--- src/rtl/dualwiper_pkg.sv ---
// Shared constants, state type and command decode for the dual wiper slave.
// Assumes an 8-bit byte and a 4-bit device code in front of the select bits.
package dualwiper_pkg;
    localparam int BYTE_W = 8;
    localparam logic [3:0] DEV_CODE = 4'b0101;
    localparam logic [7:0] CMD_W0   = 8'hA9;
    localparam logic [7:0] CMD_W1   = 8'hAA;
    localparam logic [7:0] CMD_BOTH = 8'hAF;
    localparam logic [7:0] RD_FILL  = 8'hFF;

    typedef enum logic [2:0] {
        LK_IDLE,
        LK_RX,
        LK_ACK,
        LK_TX,
        LK_MACK
    } link_state_t;

    function automatic logic cmd_known(input logic [BYTE_W-1:0] c);
        return (c == CMD_W0) || (c == CMD_W1) || (c == CMD_BOTH);
    endfunction
endpackage

--- src/rtl/dw_sync.sv ---
// Multi-stage synchronizer for a vector of asynchronous inputs.
// Assumes STAGES >= 2; each bit has its own chain and a reset level from INIT.
module dw_sync #(
    parameter int WIDTH  = 2,
    parameter int STAGES = 2,
    parameter logic [WIDTH-1:0] INIT = '1
) (
    input  logic             clk,
    input  logic             rst_n,
    input  logic [WIDTH-1:0] d,
    output logic [WIDTH-1:0] q
);
    for (genvar g = 0; g < WIDTH; g++) begin : g_bit
        logic [STAGES-1:0] chain;
        // shift the raw input through the flop chain
        always_ff @(posedge clk) begin
            if (!rst_n) chain <= {STAGES{INIT[g]}};
            else        chain <= {chain[STAGES-2:0], d[g]};
        end
        assign q[g] = chain[STAGES-1];
    end
endmodule

--- src/rtl/dw_regs.sv ---
// Wiper register pair with command decode and read-byte select.
// Assumes byte_idx 0 is the command byte, 1 and 2 the data bytes, 3 any later byte.
// A command of index 0 only arrives here when the link already accepted it.
module dw_regs
    import dualwiper_pkg::*;
(
    input  logic              clk,
    input  logic              rst_n,
    input  logic              byte_stb,
    input  logic [BYTE_W-1:0] byte_val,
    input  logic [1:0]        byte_idx,
    input  logic [1:0]        rd_idx,
    output logic [BYTE_W-1:0] rd_byte,
    output logic [BYTE_W-1:0] wiper0,
    output logic [BYTE_W-1:0] wiper1
);
    logic [BYTE_W-1:0] cmd_q;

    // latch the command and steer data bytes into the wipers
    always_ff @(posedge clk) begin
        if (!rst_n) begin
            cmd_q  <= '0;
            wiper0 <= '0;
            wiper1 <= '0;
        end else if (byte_stb) begin
            case (byte_idx)
                2'd0: cmd_q <= byte_val;
                2'd1: begin
                    if (cmd_q == CMD_W0 || cmd_q == CMD_BOTH) wiper0 <= byte_val;
                    if (cmd_q == CMD_W1 || cmd_q == CMD_BOTH) wiper1 <= byte_val;
                end
                2'd2: if (cmd_q == CMD_W0) wiper1 <= byte_val;
                default: ;
            endcase
        end
    end

    // pick the byte returned for the current read slot
    always_comb begin
        case (rd_idx)
            2'd0:    rd_byte = wiper0;
            2'd1:    rd_byte = wiper1;
            default: rd_byte = RD_FILL;
        endcase
    end


    discard_chk: assert property (@(posedge clk) disable iff (!rst_n)
        (byte_stb && byte_idx == 2'd3) |=> ($stable(wiper0) && $stable(wiper1)));

    w1_only_chk: assert property (@(posedge clk) disable iff (!rst_n)
        (byte_stb && byte_idx == 2'd1 && cmd_q == CMD_W1) |=> $stable(wiper0));

    no_stray_write_chk: assert property (@(posedge clk) disable iff (!rst_n)
        !byte_stb |=> ($stable(wiper0) && $stable(wiper1)));
endmodule

--- src/rtl/dw_link.sv ---
// Bit and byte engine of the two-wire slave: edge and START/STOP detection,
// control byte match, acknowledge, write byte strobes and read shifting.
// Assumes synchronized SCL/SDA; sda_oe changes only HOLD_CYC clocks after SCL falls.
module dw_link
    import dualwiper_pkg::*;
#(
    parameter int ADDR_W   = 3,
    parameter int HOLD_CYC = 38
) (
    input  logic              clk,
    input  logic              rst_n,
    input  logic              scl_q,
    input  logic              sda_q,
    input  logic [ADDR_W-1:0] addr_q,
    input  logic [BYTE_W-1:0] rd_byte,
    output logic              byte_stb,
    output logic [BYTE_W-1:0] byte_val,
    output logic [1:0]        byte_idx,
    output logic [1:0]        rd_idx,
    output logic              sda_oe
);
    localparam int HW = $clog2(HOLD_CYC + 1);
    localparam logic [HW-1:0] HOLD_V = HW'(HOLD_CYC);

    link_state_t       state;
    logic              scl_d, sda_d;
    logic [3:0]        bitcnt;
    logic [BYTE_W-1:0] shreg;
    logic              is_ctrl, rw, mack_ok;
    logic [1:0]        wr_idx;
    logic [HW-1:0]     hold_cnt;
    logic              drive_req;
    logic              scl_rise, scl_fall, start_ev, stop_ev, byte_end, addr_hit;

    // keep the previous line levels for edge detection
    always_ff @(posedge clk) begin
        if (!rst_n) begin
            scl_d <= 1'b1;
            sda_d <= 1'b1;
        end else begin
            scl_d <= scl_q;
            sda_d <= sda_q;
        end
    end

    assign scl_rise = scl_q & ~scl_d;
    assign scl_fall = ~scl_q & scl_d;
    assign start_ev = scl_q & scl_d & sda_d & ~sda_q;
    assign stop_ev  = scl_q & scl_d & ~sda_d & sda_q;
    assign byte_end = scl_fall && (bitcnt == 4'd8);
    assign addr_hit = (shreg[BYTE_W-1:1] == {DEV_CODE, addr_q});

    // protocol state machine advanced on bus events
    always_ff @(posedge clk) begin
        if (!rst_n) begin
            state    <= LK_IDLE;
            bitcnt   <= '0;
            shreg    <= '0;
            is_ctrl  <= 1'b0;
            rw       <= 1'b0;
            mack_ok  <= 1'b0;
            wr_idx   <= '0;
            rd_idx   <= '0;
            byte_stb <= 1'b0;
            byte_val <= '0;
            byte_idx <= '0;
        end else begin
            byte_stb <= 1'b0;
            if (start_ev) begin
                state   <= LK_RX;
                bitcnt  <= '0;
                is_ctrl <= 1'b1;
            end else if (stop_ev) begin
                state <= LK_IDLE;
            end else begin
                case (state)
                    LK_RX: begin
                        if (scl_rise) begin
                            shreg  <= {shreg[BYTE_W-2:0], sda_q};
                            bitcnt <= bitcnt + 4'd1;
                        end else if (byte_end) begin
                            bitcnt <= '0;
                            if (is_ctrl) begin
                                is_ctrl <= 1'b0;
                                rw      <= shreg[0];
                                wr_idx  <= '0;
                                rd_idx  <= '0;
                                state   <= addr_hit ? LK_ACK : LK_IDLE;
                            end else begin
                                byte_stb <= (wr_idx != 2'd0) || cmd_known(shreg);
                                byte_val <= shreg;
                                byte_idx <= wr_idx;
                                if (wr_idx == 2'd0 && !cmd_known(shreg)) begin
                                    state <= LK_IDLE;
                                end else begin
                                    state <= LK_ACK;
                                    if (wr_idx != 2'd3) wr_idx <= wr_idx + 2'd1;
                                end
                            end
                        end
                    end
                    LK_ACK: begin
                        if (scl_fall) begin
                            bitcnt <= '0;
                            if (rw) begin
                                state <= LK_TX;
                                shreg <= rd_byte;
                                if (rd_idx != 2'd2) rd_idx <= rd_idx + 2'd1;
                            end else begin
                                state <= LK_RX;
                            end
                        end
                    end
                    LK_TX: begin
                        if (scl_rise) begin
                            bitcnt <= bitcnt + 4'd1;
                        end else if (byte_end) begin
                            state  <= LK_MACK;
                            bitcnt <= '0;
                        end else if (scl_fall) begin
                            shreg <= {shreg[BYTE_W-2:0], 1'b1};
                        end
                    end
                    LK_MACK: begin
                        if (scl_rise) begin
                            mack_ok <= ~sda_q;
                        end else if (scl_fall) begin
                            if (mack_ok) begin
                                state <= LK_TX;
                                shreg <= rd_byte;
                                if (rd_idx != 2'd2) rd_idx <= rd_idx + 2'd1;
                            end else begin
                                state <= LK_IDLE;
                            end
                        end
                    end
                    default: ;
                endcase
            end
        end
    end

    assign drive_req = (state == LK_ACK) || (state == LK_TX && !shreg[BYTE_W-1]);

    // hold the pad enable for HOLD_CYC clocks after each SCL fall
    always_ff @(posedge clk) begin
        if (!rst_n) begin
            hold_cnt <= '0;
            sda_oe   <= 1'b0;
        end else begin
            if (scl_fall)              hold_cnt <= HOLD_V;
            else if (hold_cnt != '0)   hold_cnt <= hold_cnt - 1'b1;
            if (hold_cnt == '0 && !scl_fall) sda_oe <= drive_req;
        end
    end

    // cycles since the last SCL fall, saturating, for the hold check
    logic [HW-1:0] since_fall;
    always_ff @(posedge clk) begin
        if (!rst_n)                  since_fall <= HOLD_V;
        else if (scl_fall)           since_fall <= '0;
        else if (since_fall != HOLD_V) since_fall <= since_fall + 1'b1;
    end


    sda_hold_chk: assert property (@(posedge clk) disable iff (!rst_n)
        (since_fall < HOLD_V) |=> $stable(sda_oe));

    stop_idle_chk: assert property (@(posedge clk) disable iff (!rst_n)
        stop_ev |=> (state == LK_IDLE));

    start_fresh_chk: assert property (@(posedge clk) disable iff (!rst_n)
        start_ev |=> (state == LK_RX && is_ctrl && bitcnt == 4'd0));

    addr_miss_chk: assert property (@(posedge clk) disable iff (!rst_n)
        (state == LK_RX && byte_end && is_ctrl && !addr_hit && !start_ev && !stop_ev)
        |=> (state == LK_IDLE));

    bad_cmd_chk: assert property (@(posedge clk) disable iff (!rst_n)
        (state == LK_RX && byte_end && !is_ctrl && wr_idx == 2'd0 && !cmd_known(shreg)
         && !start_ev && !stop_ev) |=> (state == LK_IDLE && !byte_stb));
endmodule

--- src/rtl/dualwiper_slave.sv ---
// Top of the dual wiper two-wire slave: input synchronizers, bus engine and
// wiper registers. Assumes an external open-drain pad driven low by sda_oe.
module dualwiper_slave
    import dualwiper_pkg::*;
#(
    parameter int SYNC_STAGES = 2,
    parameter int ADDR_W      = 3,
    parameter int HOLD_CYC    = 38
) (
    input  logic              clk,
    input  logic              rst_n,
    input  logic              scl_in,
    input  logic              sda_in,
    input  logic [ADDR_W-1:0] addr_pins,
    output logic              sda_oe,
    output logic [BYTE_W-1:0] wiper0,
    output logic [BYTE_W-1:0] wiper1
);
    logic [1:0]        line_q;
    logic [ADDR_W-1:0] addr_q;
    logic              byte_stb;
    logic [BYTE_W-1:0] byte_val, rd_byte;
    logic [1:0]        byte_idx, rd_idx;

    dw_sync #(.WIDTH(2), .STAGES(SYNC_STAGES), .INIT(2'b11)) u_line_sync (
        .clk(clk), .rst_n(rst_n), .d({scl_in, sda_in}), .q(line_q));

    dw_sync #(.WIDTH(ADDR_W), .STAGES(SYNC_STAGES), .INIT('0)) u_addr_sync (
        .clk(clk), .rst_n(rst_n), .d(addr_pins), .q(addr_q));

    dw_link #(.ADDR_W(ADDR_W), .HOLD_CYC(HOLD_CYC)) u_link (
        .clk(clk), .rst_n(rst_n), .scl_q(line_q[1]), .sda_q(line_q[0]),
        .addr_q(addr_q), .rd_byte(rd_byte), .byte_stb(byte_stb),
        .byte_val(byte_val), .byte_idx(byte_idx), .rd_idx(rd_idx),
        .sda_oe(sda_oe));

    dw_regs u_regs (
        .clk(clk), .rst_n(rst_n), .byte_stb(byte_stb), .byte_val(byte_val),
        .byte_idx(byte_idx), .rd_idx(rd_idx), .rd_byte(rd_byte),
        .wiper0(wiper0), .wiper1(wiper1));


    reset_state_chk: assert property (@(posedge clk)
        $past(!rst_n) |-> (wiper0 == '0 && wiper1 == '0 && !sda_oe));
endmodule

--- config.mk ---
export PLATFORM = sky130hd
export DESIGN_NAME = dualwiper_slave
export DESIGN_NICKNAME = d
export VERILOG_FILES = /design/src/rtl/dualwiper_pkg.sv /design/src/rtl/dw_sync.sv /design/src/rtl/dw_regs.sv /design/src/rtl/dw_link.sv /design/src/rtl/dualwiper_slave.sv
export SDC_FILE = /design/constraint.sdc
export NUM_CORES = 1
export LEC_CHECK = 0
export BUFFER_PORTS_ARGS = -buffer_cell sky130_fd_sc_hd__buf_2
export CAP_MARGIN = 20
export CORE_ASPECT_RATIO = 1.5
export CORE_MARGIN = 4
export CORE_UTILIZATION = 50
export CTS_CLUSTER_DIAMETER = 40
export DETAILED_ROUTE_END_ITERATION = 8
export PLACE_DENSITY = 0.7
export REMOVE_ABC_BUFFERS = 1
export SLEW_MARGIN = 15
export SYNTH_ARGS = -nofsm -noshare
export SYNTH_HDL_FRONTEND = slang
export SYNTH_SLANG_ARGS = --single-unit
--- constraint.sdc ---
create_clock -name clk -period 1.6 [get_ports clk]
set_input_delay 0.16 -clock clk [delete_from_list [all_inputs] [get_ports clk]]
set_output_delay 0.16 -clock clk [all_outputs]
set_load 0.02 [all_outputs]
Word level (Yosys, flattened, before mapping)
Index checks and enable logic that the tools add are counted.
- logic and storage cells: 189
- register bits after elaboration: 76
- output and inout port bits: 17
- add/subtract/negate cells: 4
- reduce and logical (&&, ||, !) cells: 46
- equal/unequal tests: 43
- mux-type cells: 53
- bitwise operators: 18
- operator list (kind ; number):
    $mux 8 ; 11
    $eq 8x8->1 const B ; 6
    $mux 2 ; 16
    $pmux 8 s2 ; 2
    $pmux 8 s4 ; 1
    $ne 2x1->1 const B ; 13
    $mux 3 ; 8
    $ne 4x1->1 const B ; 4
    $reduce_and 4->1 ; 4
    $reduce_and 8->1 ; 2
    $ne 2x2->1 const B ; 7
    $reduce_bool 2->1 ; 7
    $mux 4 ; 3
    $mux 6 ; 2
    $ne 4x4->1 const B ; 3
    $pmux 3 s4 ; 1
    $reduce_and 12->1 ; 1
    $reduce_and 6->1 ; 2
    $reduce_bool 6->1 ; 2
    $not 1->1 ; 11
    $reduce_and 11->1 ; 1
    $pmux 4 s2 ; 1
    $and 1x1->1 ; 7
    $eq 7x6->1 ; 1
    other kinds (25) ; 48

Logic depth before layout (Yosys ltp)
Gate-level depths: netlist (run 1).
- depth after elaboration: 12
- mapped depth: 9
- depth with buffers taken out: 7

Modules after synthesis
A second synthesis (run 1) with hierarchy kept.
- cell total of the unflattened synthesis: 421
- area total of the unflattened synthesis: 3728.6 µm²
- modules (own cells, without submodules) (module ; sequential area each (µm²) ; instances ; cells each ; area an instance (µm²)):
    dw_link ; 840.8 ; 1 ; 281 ; 2290.9
    dw_regs ; 480.5 ; 1 ; 115 ; 1137.3
    dw_sync (u_addr_sync) ; 120.1 ; 1 ; 15 ; 180.2
    dw_sync (u_line_sync) ; 80.1 ; 1 ; 10 ; 120.1

Worst setup path after synthesis (run 1)
OpenSTA, ideal clock, no wires.
- path kind: reg2reg
- from: register u_link.hold_cnt[0]
- to: register u_link.hold_cnt[2]
- stages on the path, launching flop included: 8
- period minus slack after synthesis: 1759 ps
- path buffers: 0
- data required time: 1468 ps
- slack: -159 ps
- arrival: 1626 ps
- cells stage by stage: dfxtp_1 inv_1 ha_1 or3b_2 or3_1 nand2_1 mux2_2 a21oi_1
- longest elaborated chain between the ends: 3
- elaborated cells between the ends (all ways): 5
- classes of those cells: 1 x add/sub; 2 x mux; 2 x reduce/logical
- RTL lines (element ; RTL line ; source):
    start, declared ; dw_link.sv:31 ; logic [HW-1:0] hold_cnt;
    start signal, assigned ; dw_link.sv:152 ; else if (hold_cnt != '0) hold_cnt <= hold_cnt - 1'b1;
    $sub 6x1->6 ; dw_link.sv:152 ;
    $mux 6 ; dw_link.sv:152 ;
    $mux 6 ; dw_link.sv:151 ; if (scl_fall) hold_cnt <= HOLD_V;
Parallel ways exist; a longest one is shown, timed or not. The select of a mux whose other input is x is not followed.
A chain may end at the register's enable or synchronous reset.

Worst setup path after layout (run 1)
- from: register u_link.bitcnt[1]
- to: register u_link.bitcnt[3]
- longest elaborated chain between the ends: 4
- elaborated cells between the ends (all ways): 7
- classes of those cells: 1 x add/sub; 2 x eq/ne; 2 x mux; 2 x reduce/logical
- RTL lines (element ; RTL line ; source):
    start, declared ; dw_link.sv:27 ; logic [3:0] bitcnt;
    start signal, assigned ; dw_link.sv:80 ; bitcnt <= bitcnt + 4'd1;
    start signal, assigned ; dw_link.sv:116 ; bitcnt <= bitcnt + 4'd1;
    branches (longest 4 deep; another with $add 4x1->4) ; - ;
Parallel ways; which one is timed is not known.

==> summary.md, run 1 <==
| Metric | Value |
|---|---|
| Outcome | finished, violations left |
| Failing checks | setup timing |
| Ys async rst share | 0% |
| R2r worst-path depth | 8 |
| FP Rows | 37 |
| Total number of vias | 3639 |
| Post-synth EDFFs | 0 |
| Largest cells by area after synthesis | dfxtp_1, a21oi_1, nand2_1, nand3_1, ha_1 |
| VDD IR max | 0.000637 V |
| Slowest stage delay, CP | 0.37 ns |
| Antenna violations before repair | 0 |
| Worst Path Arrival | 2.01 ns |
| Crit path time final | 1.78 ns |
| Leading area contributor after synthesis | dfxtp_1 |
| Slew @ Worst Pin | 0.583 ns |
| Area after DPL | 4180 um^2 |
| LEAKAGE | 0.00191 uW |
| Grt total ovfl | 0 |
| Final Skew | 0.0137 ns |
| Ports | 24 |
| Post-synth top flop | dfxtp_1 |
| Max-cap viol count | 0 |
| DRC Markers | 0 |
| Drt pass-1 iters | 5 |
| Post-synth cell types | 56 |
| Final WL | 10700 um |
| Cell Pwr Density | 879 nW/um^2 |
| RSZ-0062 raised after global routing | true |
| TritonCTS clock tree | done |
| Reg clk slew, reported paths | 0.08 ns |
| GPL Wtd Cong | 0.951 |
| Sequential fraction of the synthesis area | 41.8% |
| Synth Instances | 429 |
| Count of final setup violators | 40 |
| Reg area | 1540 um^2 |
| Wire length per cell | 17.3 um |
| Total global-route track usage | 23.6% |
| Post-detail-place hpwl | 6480 um |
| Layout Cells excl Fill | 617 |
| Area taken by multi-input logic gates | 2430 um^2 |
| CP max stage cell | or3_4 |
| Largest net degree at the start of global routing | 33 |
| Worst EP required | 1.83 ns |
| Post-synth top cells | dfxtp_1, nand2_1, a21oi_1, nand3_1, o21ai_0 |
| Core Area | 6990 um^2 |
| Root buffer cell | clkbuf_8 |
| Placed cells | 577 |
| CTS H-tree lvls | 3 |
| Clk_lat worst skew | 0.37 ns |
| R2R setup slack | -0.18 ns |
| Crit Reg-Reg Endpoint | u_link.bitcnt[3]$_SDFFE_PP0P_ |
| Worst hold path depth | 2 |
| Hold Path End | u_addr_sync.g_bit[0].chain[0]$_SDFF_PN0_ |
| Vias/cell | 5.90 |
| Synth Area per Inst | 8.48 um^2 |
| Layout overhead on the synthesized area | 41.0% |
| Crit path cell chain | inv_2, ha_4, nand2_4, or3_4, a2111oi_4, buf_4, buf_4, a311oi_2 |
| Final period utilization | 111% |
| CTS Sinks | 76 |
| Die area | 8730 um^2 |
| FF+latch count, synth | 76 |
| Crit end category | register |
| Die Y | 112 um |
| Final hold violation count | 0 |
| Filler cell count | 469 |
| Clock buffer count from CTS | 9 |
| Count leader, synth | dfxtp_1 |
| # nets final | 533 |
| Port bufs | 23 |
| Slew headroom | 60.7% |
| Fmax | 563 MHz |
| Startpoint Class | register |
| Layout cells sized above 1 | 40.0% |
| Worst min path class | in -> reg |
| Hold Slack | 0.0119 ns |
| Initial Util | 52.0% |
| Worst hold start | addr_pins[0] |
| Crit-path max FO | 4 |
| Cell mode on critical path | buf_4 |
| Crit path kind | reg -> reg |
| Antenna Cells | 0 |
| Post-synth top area share | 41.8% |
| Die Span X | 77.7 um |
| Yosys warns | 0 |
| Slew Viols, Final | 0 |
| First-pass GRT wire length | 16300 um |
| CTS Buffer Depth | 2 |
| RR Startpoint | u_link.bitcnt[1]$_SDFFE_PP0P_ |
| Fin area | 5130 um^2 |
| DR iter-0 viols | 273 |
| Antenna Violating Nets Remaining | 0 |
| Final WS setup | -0.176 ns |
| Synth Cell Area | 3640 um^2 |
| Vias in the first global route | 3452 |
## flip-flops by register name, indices dropped and copies added, names as in the netlist
signal / cells
u_line_sync.g_bit.chain: 4
u_link.scl_d: 1
u_link.byte_stb: 1
u_link.bitcnt: 4
u_link.byte_idx: 2
u_regs.wiper1: 8
u_link.sda_oe: 1
u_link.mack_ok: 1
u_link.byte_val: 8
u_regs.cmd_q: 8
u_link.hold_cnt: 6
u_link.shreg: 8
u_link.wr_idx: 2
u_link.rw: 1
u_link.rd_idx: 2
u_link.is_ctrl: 1
u_regs.wiper0: 8
u_link.state: 3
u_link.sda_d: 1
u_addr_sync.g_bit.chain: 6
## cell families after synthesis
logic type / Yosys count / share of synthesized area, %
adder cells (fa/ha/maj): 11 / 3.78
AO/OA/AOI/OAI: 116 / 21.5
buffers and inverters: 42 / 4.99
XOR/XNOR: 9 / 2.17
AND/OR/NAND/NOR: 164 / 22.7
flip-flops: 76 / 41.8
multiplexers: 11 / 3.06
## per-stage QoR
step	util [%]	power (uW)	setup WS, ns	TNS (ns)
2_1_floorplan	-	2440	-0.240	-5.98
3_3_place_gp	59.8	2690	-0.264	-7.10
3_5_place_dp	59.8	2720	-0.292	-8.28
4_1_cts	68.7	4390	-0.143	-2.36
5_1_grt	73.4	4720	-0.256	-7.37
6_report	73.4	4510	-0.176	-3.40
## how the worst max path moves through the flow
stage / start / cells past startpoint / end
floorplan: u_link.state[2]$_SDFFE_PP0P_ / 5 / u_link.shreg[0]$_SDFFE_PN0P_
global placement: u_link.state[1]$_SDFFE_PP0P_ / 5 / u_link.byte_idx[1]$_SDFFE_PN0P_
detailed placement: u_link.bitcnt[1]$_SDFFE_PP0P_ / 8 / u_link.bitcnt[1]$_SDFFE_PP0P_
CTS: u_link.bitcnt[0]$_SDFFE_PP0P_ / 8 / u_link.byte_idx[1]$_SDFFE_PN0P_
global route: u_link.bitcnt[1]$_SDFFE_PP0P_ / 8 / u_link.bitcnt[1]$_SDFFE_PP0P_
finish: u_link.bitcnt[1]$_SDFFE_PP0P_ / 8 / u_link.bitcnt[3]$_SDFFE_PP0P_
## power breakdown
part	total, uW	internal [uW]	switching, uW
sequential	2040	1970	68.4
combinational	882	482	400
clock	1590	880	706
## routing by layer
metal  track usage (%)  vias to the layer above  part of all wire, %
met3              5.14                       56                  3.9
met5                 0                        -                    0
met2              41.6                      136                   53
met4              16.5                        0                  6.5
li1                  -                     1720                    -
met1              24.5                     1727                   36
## timing repair
action,4_1_cts,5_1_grt
buffers inserted,8,9
resized for setup,76,68
hold endpoints to repair,3,0
pin swaps,39,36
hold buffers,3,0
gates cloned,2,2
setup endpoints to repair,51,51
## layout make-up
type | count | share of cell area, %
inverters | 14 | 1.02
flip-flops and latches | 76 | 30.1
well taps | 97 | 2.37
multi-input cells | 314 | 47.5
repair buffers | 100 | 15.0
clock inverters | 4 | 1.44
clock buffers | 12 | 2.63
## cells in the final DEF, fill, tap and decap left out, types with 6 or more instances in the layout
master     netlist  routed
dfxtp_1         76      65
dfxtp_2          0       8
mux2i_1         10      10
nand3_1         29      21
o2111ai_2        0       6
nor2_1          22      19
o21ai_1          0      13
a22oi_1          9       8
nand2_2          0       8
nor3_1           8       6
nand3_2          0       8
ha_1            11       9
a21oi_1         43      33
o21ai_0         24       6
buf_6            2      12
clkbuf_8         0       9
inv_1           14      10
a21oi_2          0       8
buf_4            0      60
o211ai_1         8       8
buf_2            7      23
nand2_1         56      46
and2_1           7       7
nand2b_1        10       8
## worst max-delay path: cells and delay by family, from the launching register on
family / cells / cell delay, ns
AND/OR/NAND/NOR: 2 / 0.42
AO/OA/AOI/OAI: 2 / 0.39
buffers and inverters: 3 / 0.37
flip-flops: 1 / 0.33
adder cells (fa/ha/maj): 1 / 0.13
(Power assumes the default switching activity.)
==> inputs of run 2 (changes only) <==
--- a/config.mk
+++ b/config.mk
@@ -13,6 +13,7 @@
 export CTS_CLUSTER_DIAMETER = 40
 export DETAILED_ROUTE_END_ITERATION = 8
 export PLACE_DENSITY = 0.7
+export RECOVER_POWER = 50
 export REMOVE_ABC_BUFFERS = 1
 export SLEW_MARGIN = 15
 export SYNTH_ARGS = -nofsm -noshare
==> summary.md, run 2 (synthesis results as in run 1) <==
| Metric | Value |
|---|---|
| Outcome | finished, violations left |
| Failing checks | setup timing |
| Slew Viols, Final | 0 (unchanged) |
| Post-Place Worst Slack | -0.292 ns (unchanged) |
| Logic pwr share | 19.5% (about the same) |
| Largest net degree at the start of global routing | 33 (unchanged) |
| Worst EP required | 1.83 ns (about the same) |
| Slew @ Worst Pin | 0.677 ns (+0.0939 ns) |
| Area taken by multi-input logic gates | 2430 um^2 (unchanged) |
| Fin util | 73.0% (-0.39 points) |
| Seq pwr share | 45.3% (about the same) |
| Startpoint Class | register |
| Clock buffer count from CTS | 9 (unchanged) |
| Final Skew | 0.0134 ns (-0.000322 ns) |
| Core Area | 6990 um^2 (unchanged) |
| VDD IR max | 0.000637 V (about the same) |
| LEAKAGE | 0.00186 uW (-2.5%) |
| Cell Pwr Density | 882 nW/um^2 (+0.36%) |
| Final hold violation count | 0 (unchanged) |
| Final Power | 4500 uW (-0.18%) |
| Switching Fraction | 26.0% (-0.042 points) |
| Clk pwr share | 35.1% (about the same) |
| Root buffer cell | clkbuf_8 |
| Die Span X | 77.7 um (unchanged) |
| Wire length per cell | 17.3 um (+0.13%) |
| Final WS setup | -0.174 ns (+0.00184 ns) |
| Reg area | 1540 um^2 (unchanged) |
| # nets final | 533 (unchanged) |
| Total number of vias | 3653 (+0.38%) |
| Count of final setup violators | 48 (+20%) |
| Final period utilization | 111% (-0.11 points) |
| Commonest non-fill, non-tap cells in the layout | dfxtp_1, buf_4, nand2_1, a21oi_1, nand3_1 |
| Port bufs | 23 (unchanged) |
| GPL Wtd Cong | 0.951 (unchanged) |
| Drt pass-1 iters | 5 (unchanged) |
| Layout cells sized above 1 | 38.1% (-1.9 points) |
| DR iter-0 viols | 252 (-7.7%) |
| Filler cell count | 475 (+1.3%) |
| Commonest non-fill, non-tap cell in the layout | dfxtp_1 |
| Layout overhead on the synthesized area | 40.3% |
| Grt total ovfl | 0 (unchanged) |
| Crit path kind | reg -> reg |
| Vias/cell | 5.92 (+0.38%) |
| Antenna violations before repair | 0 (unchanged) |
| RSZ-0062 raised after global routing | true |
| Vias in the first global route | 3452 (unchanged) |
| Ports | 24 (unchanged) |
| Crit-path max FO | 4 (unchanged) |
| CTS Buffer Depth | 2 (unchanged) |
| Worst min path class | in -> reg |
| TritonCTS clock tree | done |
| CTS Sinks | 76 (unchanged) |
| Clk_lat worst skew | 0.36 ns (about the same) |
| Reg clk slew, reported paths | 0.08 ns (about the same) |
| Net Switching | 1170 uW (-0.34%) |
| Antenna Cells | 0 (unchanged) |
| Max-cap viol count | 0 (unchanged) |
| Initial Util | 52.0% (unchanged) |
| Crit path time final | 1.77 ns (-0.00184 ns) |
| Slew headroom | 54.9% (-5.8 points) |
| DRC Markers | 0 (unchanged) |
| Antenna Violating Nets Remaining | 0 (unchanged) |
| FP Rows | 37 (unchanged) |
| Worst Path Arrival | 2.00 ns (about the same) |
| First-pass GRT wire length | 16300 um (unchanged) |
| Post-detail-place hpwl | 6480 um (unchanged) |
| Die Y | 112 um (unchanged) |
| Total global-route track usage | 23.6% (unchanged) |
| Final WL | 10700 um (+0.13%) |
| Pint | 3330 uW (-0.12%) |
| CTS H-tree lvls | 3 (unchanged) |
| Fmax | 564 MHz (+0.10%) |
| Die area | 8730 um^2 (unchanged) |
| Crit end category | register |
[run 2: changes by cell type in the layout (fill, tap and decap cells not counted)]
cell,before,now
buf_12,2,1
buf_2,23,13
clkbuf_1,3,13
clkbuf_2,0,1
[run 2: power by group through the flow]
stage               clock, uW  combinational [uW]  sequential (uW)
floorplan                   0                 374             2070
global placement            0                 627             2060
detailed placement          0                 646             2070
CTS                      1610                 745             2040
global route             1700                 968             2050
finish                   1580                 879             2040
[run 2: what timing repair did]
item	in CTS	in global routing
endpoints found under the hold margin	3	0
pin swaps	39	36
gates cloned	2	2
buffers inserted	8	9
endpoints found under the setup margin	51	51
gates resized for setup	76	68
hold buffers	3	0
[run 2: layout make-up]
cell class                 count  share of cell area, %
inverter                      14                   1.03
clock buffer                  12                   2.65
tap                           97                   2.38
timing repair buffer         100                   14.6
clock inverter                 4                   1.45
multi-input combinational    314                   47.7
sequential                    76                   30.2
[run 2: through the flow]
step / setup TNS, ns / cell area (um^2) / hold WS [ns] / cells
2_1_floorplan: -5.98 / 3510 / 0.233 / 401
4_1_cts: -2.36 / 4810 / 0.00226 / 606
5_1_grt: -7.62 / 5100 / 0.0124 / 617
6_report: -3.53 / 5100 / 0.0183 / 617
3_3_place_gp: -7.10 / 4180 / 0.341 / 577
3_5_place_dp: -8.28 / 4180 / 0.344 / 577
[run 2: critical path, stage by stage, from the launching register on]
cell,delay (ns)
dfxtp_2,0.33
inv_2,0.07
ha_4,0.13
nand2_4,0.05
or3_4,0.37
a2111oi_4,0.32
buf_4,0.19
buf_4,0.11
a311oi_2,0.07
[run 2: final timing paths]
kind	startpoint	end	slack (ns)	depth (start not counted)
worst max register to register	u_link.bitcnt[1]$_SDFFE_PP0P_	u_link.bitcnt[3]$_SDFFE_PP0P_	-0.17	8
worst min-delay path	addr_pins[0]	u_addr_sync.g_bit[0].chain[0]$_SDFF_PN0_	0.02	2
worst max-delay path	u_link.bitcnt[1]$_SDFFE_PP0P_	u_link.bitcnt[3]$_SDFFE_PP0P_	-0.17	8
worst min register to register	u_line_sync.g_bit[1].chain[0]$_SDFF_PN1_	u_line_sync.g_bit[1].chain[1]$_SDFF_PN1_	0.42	1
[run 2: routing by layer]
metal / share of wire [%] / track usage [%] / routed length [um]
met5: 0 / 0 / 0
met4: 5.7 / 16.5 / 609
met3: 4.1 / 5.14 / 441
met2: 53 / 41.6 / 5690
met1: 37 / 24.5 / 3970
==> inputs of run 3 (changes only) <==
==> constraint.sdc (replaced) <==
create_clock -name clk -period 1.6 [get_ports clk]
set_input_delay 0.24 -clock clk [delete_from_list [all_inputs] [get_ports clk]]
set_output_delay 0.24 -clock clk [all_outputs]
set_load 0.02 [all_outputs]
==> summary.md, run 3 (synthesis results as in run 1) <==
| Metric | Value |
|---|---|
| Outcome | finished, violations left |
| Failing checks | setup timing |
| Fin util | 72.6% (-0.43 points) |
| LEAKAGE | 0.00185 uW (-0.67%) |
| Crit path time final | 1.77 ns (-0.000538 ns) |
| Commonest non-fill, non-tap cells in the layout | dfxtp_1, buf_4, nand2_1, a21oi_1, nand3_1 |
| Crit path kind | reg -> reg |
| Root buffer cell | clkbuf_8 |
| Slew @ Worst Pin | 0.678 ns (+0.00129 ns) |
| Antenna Cells | 0 (unchanged) |
| Sum Neg Setup Slack | -3.47 ns (+0.0617 ns) |
| Ports | 24 (unchanged) |
| Layout cells sized above 1 | 38.3% (+0.22 points) |
| Clock buffer count from CTS | 9 (unchanged) |
| Final WL | 10600 um (-0.63%) |
| Worst min path class | in -> reg |
| Die Y | 112 um (unchanged) |
| First-pass GRT wire length | 16300 um (-0.51%) |
| Die area | 8730 um^2 (unchanged) |
| Crit end category | register |
| DRC Markers | 0 (unchanged) |
| Core Area | 6990 um^2 (unchanged) |
| Port bufs | 23 (unchanged) |
| Final Power | 4490 uW (-0.18%) |
| Die Span X | 77.7 um (unchanged) |
| Slew headroom | 54.8% (-0.086 points) |
| Final Skew | 0.0127 ns (-0.000715 ns) |
| Total global-route track usage | 23.5% (-0.10 points) |
| Initial Util | 52.0% (unchanged) |
| GPL Wtd Cong | 0.951 (unchanged) |
| Drt pass-1 iters | 4 (-1) |
| R2R setup slack | -0.17 ns (about the same) |
| Startpoint Class | register |
| Worst EP required | 1.83 ns (about the same) |
| Crit-path max FO | 4 (unchanged) |
| Post-Place Worst Slack | -0.292 ns (unchanged) |
| # nets final | 530 (-0.56%) |
| Clk_lat worst skew | 0.36 ns (about the same) |
| Worst Path Arrival | 2.00 ns (about the same) |
| CTS H-tree lvls | 3 (unchanged) |
| Total number of vias | 3628 (-0.68%) |
| Final period utilization | 111% (about the same) |
| Reg clk slew, reported paths | 0.08 ns (about the same) |
| RSZ-0062 raised after global routing | true |
| CTS Buffer Depth | 2 (unchanged) |
| Antenna violations before repair | 0 (unchanged) |
| Vias in the first global route | 3434 (-0.52%) |
| TritonCTS clock tree | done |
| Fin area | 5070 um^2 (-0.59%) |
| Vias/cell | 5.91 (-0.20%) |
| Fmax | 564 MHz (about the same) |
| Area after DPL | 4180 um^2 (unchanged) |
| Count of final setup violators | 48 (unchanged) |
| Wire length per cell | 17.3 um (-0.14%) |
| Largest net degree at the start of global routing | 33 (unchanged) |
| Antenna Violating Nets Remaining | 0 (unchanged) |
| Final hold violation count | 0 (unchanged) |
| Max-cap viol count | 0 (unchanged) |
| DR iter-0 viols | 258 (+2.4%) |
| Grt total ovfl | 0 (unchanged) |
| Post-detail-place hpwl | 6480 um (unchanged) |
| VDD IR max | 0.000637 V (about the same) |
| FP Rows | 37 (unchanged) |
| CTS Sinks | 76 (unchanged) |
| Layout overhead on the synthesized area | 39.4% |
| Final WS setup | -0.173 ns (+0.000538 ns) |
| Slew Viols, Final | 0 (unchanged) |
| Cell Pwr Density | 885 nW/um^2 (+0.41%) |
| Commonest non-fill, non-tap cell in the layout | dfxtp_1 |
## run 3: changes by cell type in the layout (fill, tap and decap cells not counted)
cell | before | now
dlygate4sd3_1 | 3 | 0
## run 3: path summary, 6_finish.rpt
kind / depth (start not counted) / endpoint / start
hold reg to reg: 1 / u_line_sync.g_bit[1].chain[1]$_SDFF_PN1_ / u_line_sync.g_bit[1].chain[0]$_SDFF_PN1_
hold / removal: 2 / u_line_sync.g_bit[0].chain[0]$_SDFF_PN1_ / sda_in
setup / recovery: 8 / u_link.bitcnt[3]$_SDFFE_PP0P_ / u_link.bitcnt[1]$_SDFFE_PP0P_
setup reg to reg: 8 / u_link.bitcnt[3]$_SDFFE_PP0P_ / u_link.bitcnt[1]$_SDFFE_PP0P_
## run 3: where the power goes
group | switching (uW) | total [uW] | internal [uW]
clock | 698 | 1580 | 880
combinational | 400 | 874 | 473
sequential | 68.6 | 2040 | 1970
## run 3: critical path: stages (launching register included)
cell       delay, ns
dfxtp_2         0.33
inv_2           0.07
ha_4            0.13
nand2_4         0.05
or3_4           0.37
a2111oi_4       0.32
buf_4           0.19
buf_4           0.11
a311oi_2        0.07
## run 3: area by class of cell
cell class              count  area (um^2)
well taps                  97          121
clock inverters             4         73.8
repair buffers             97          713
multi-input cells         314         2430
inverters                  14         52.6
fillers                   479         1920
clock buffers              12          135
flip-flops and latches     76         1540
## run 3: per-stage QoR
step	std cells	hold slack [ns]
2_1_floorplan	401	0.313
4_1_cts	603	0.0427
5_1_grt	614	0.0505
6_report	614	0.0537
3_3_place_gp	577	0.390
3_5_place_dp	577	0.401
## run 3: layer usage
metal	routed length, um	global-route usage (%)
met5	0	0
met4	677	16.5
met3	412	5.14
met2	5630	41.5
met1	3910	24.3
## run 3: repair_timing
action | 4_1_cts | 5_1_grt
setup buffers | 8 | 9
setup endpoints to repair | 51 | 51
hold buffers | 0 | 0
gates resized for setup | 76 | 68
pin swaps | 39 | 36
gates cloned | 2 | 2
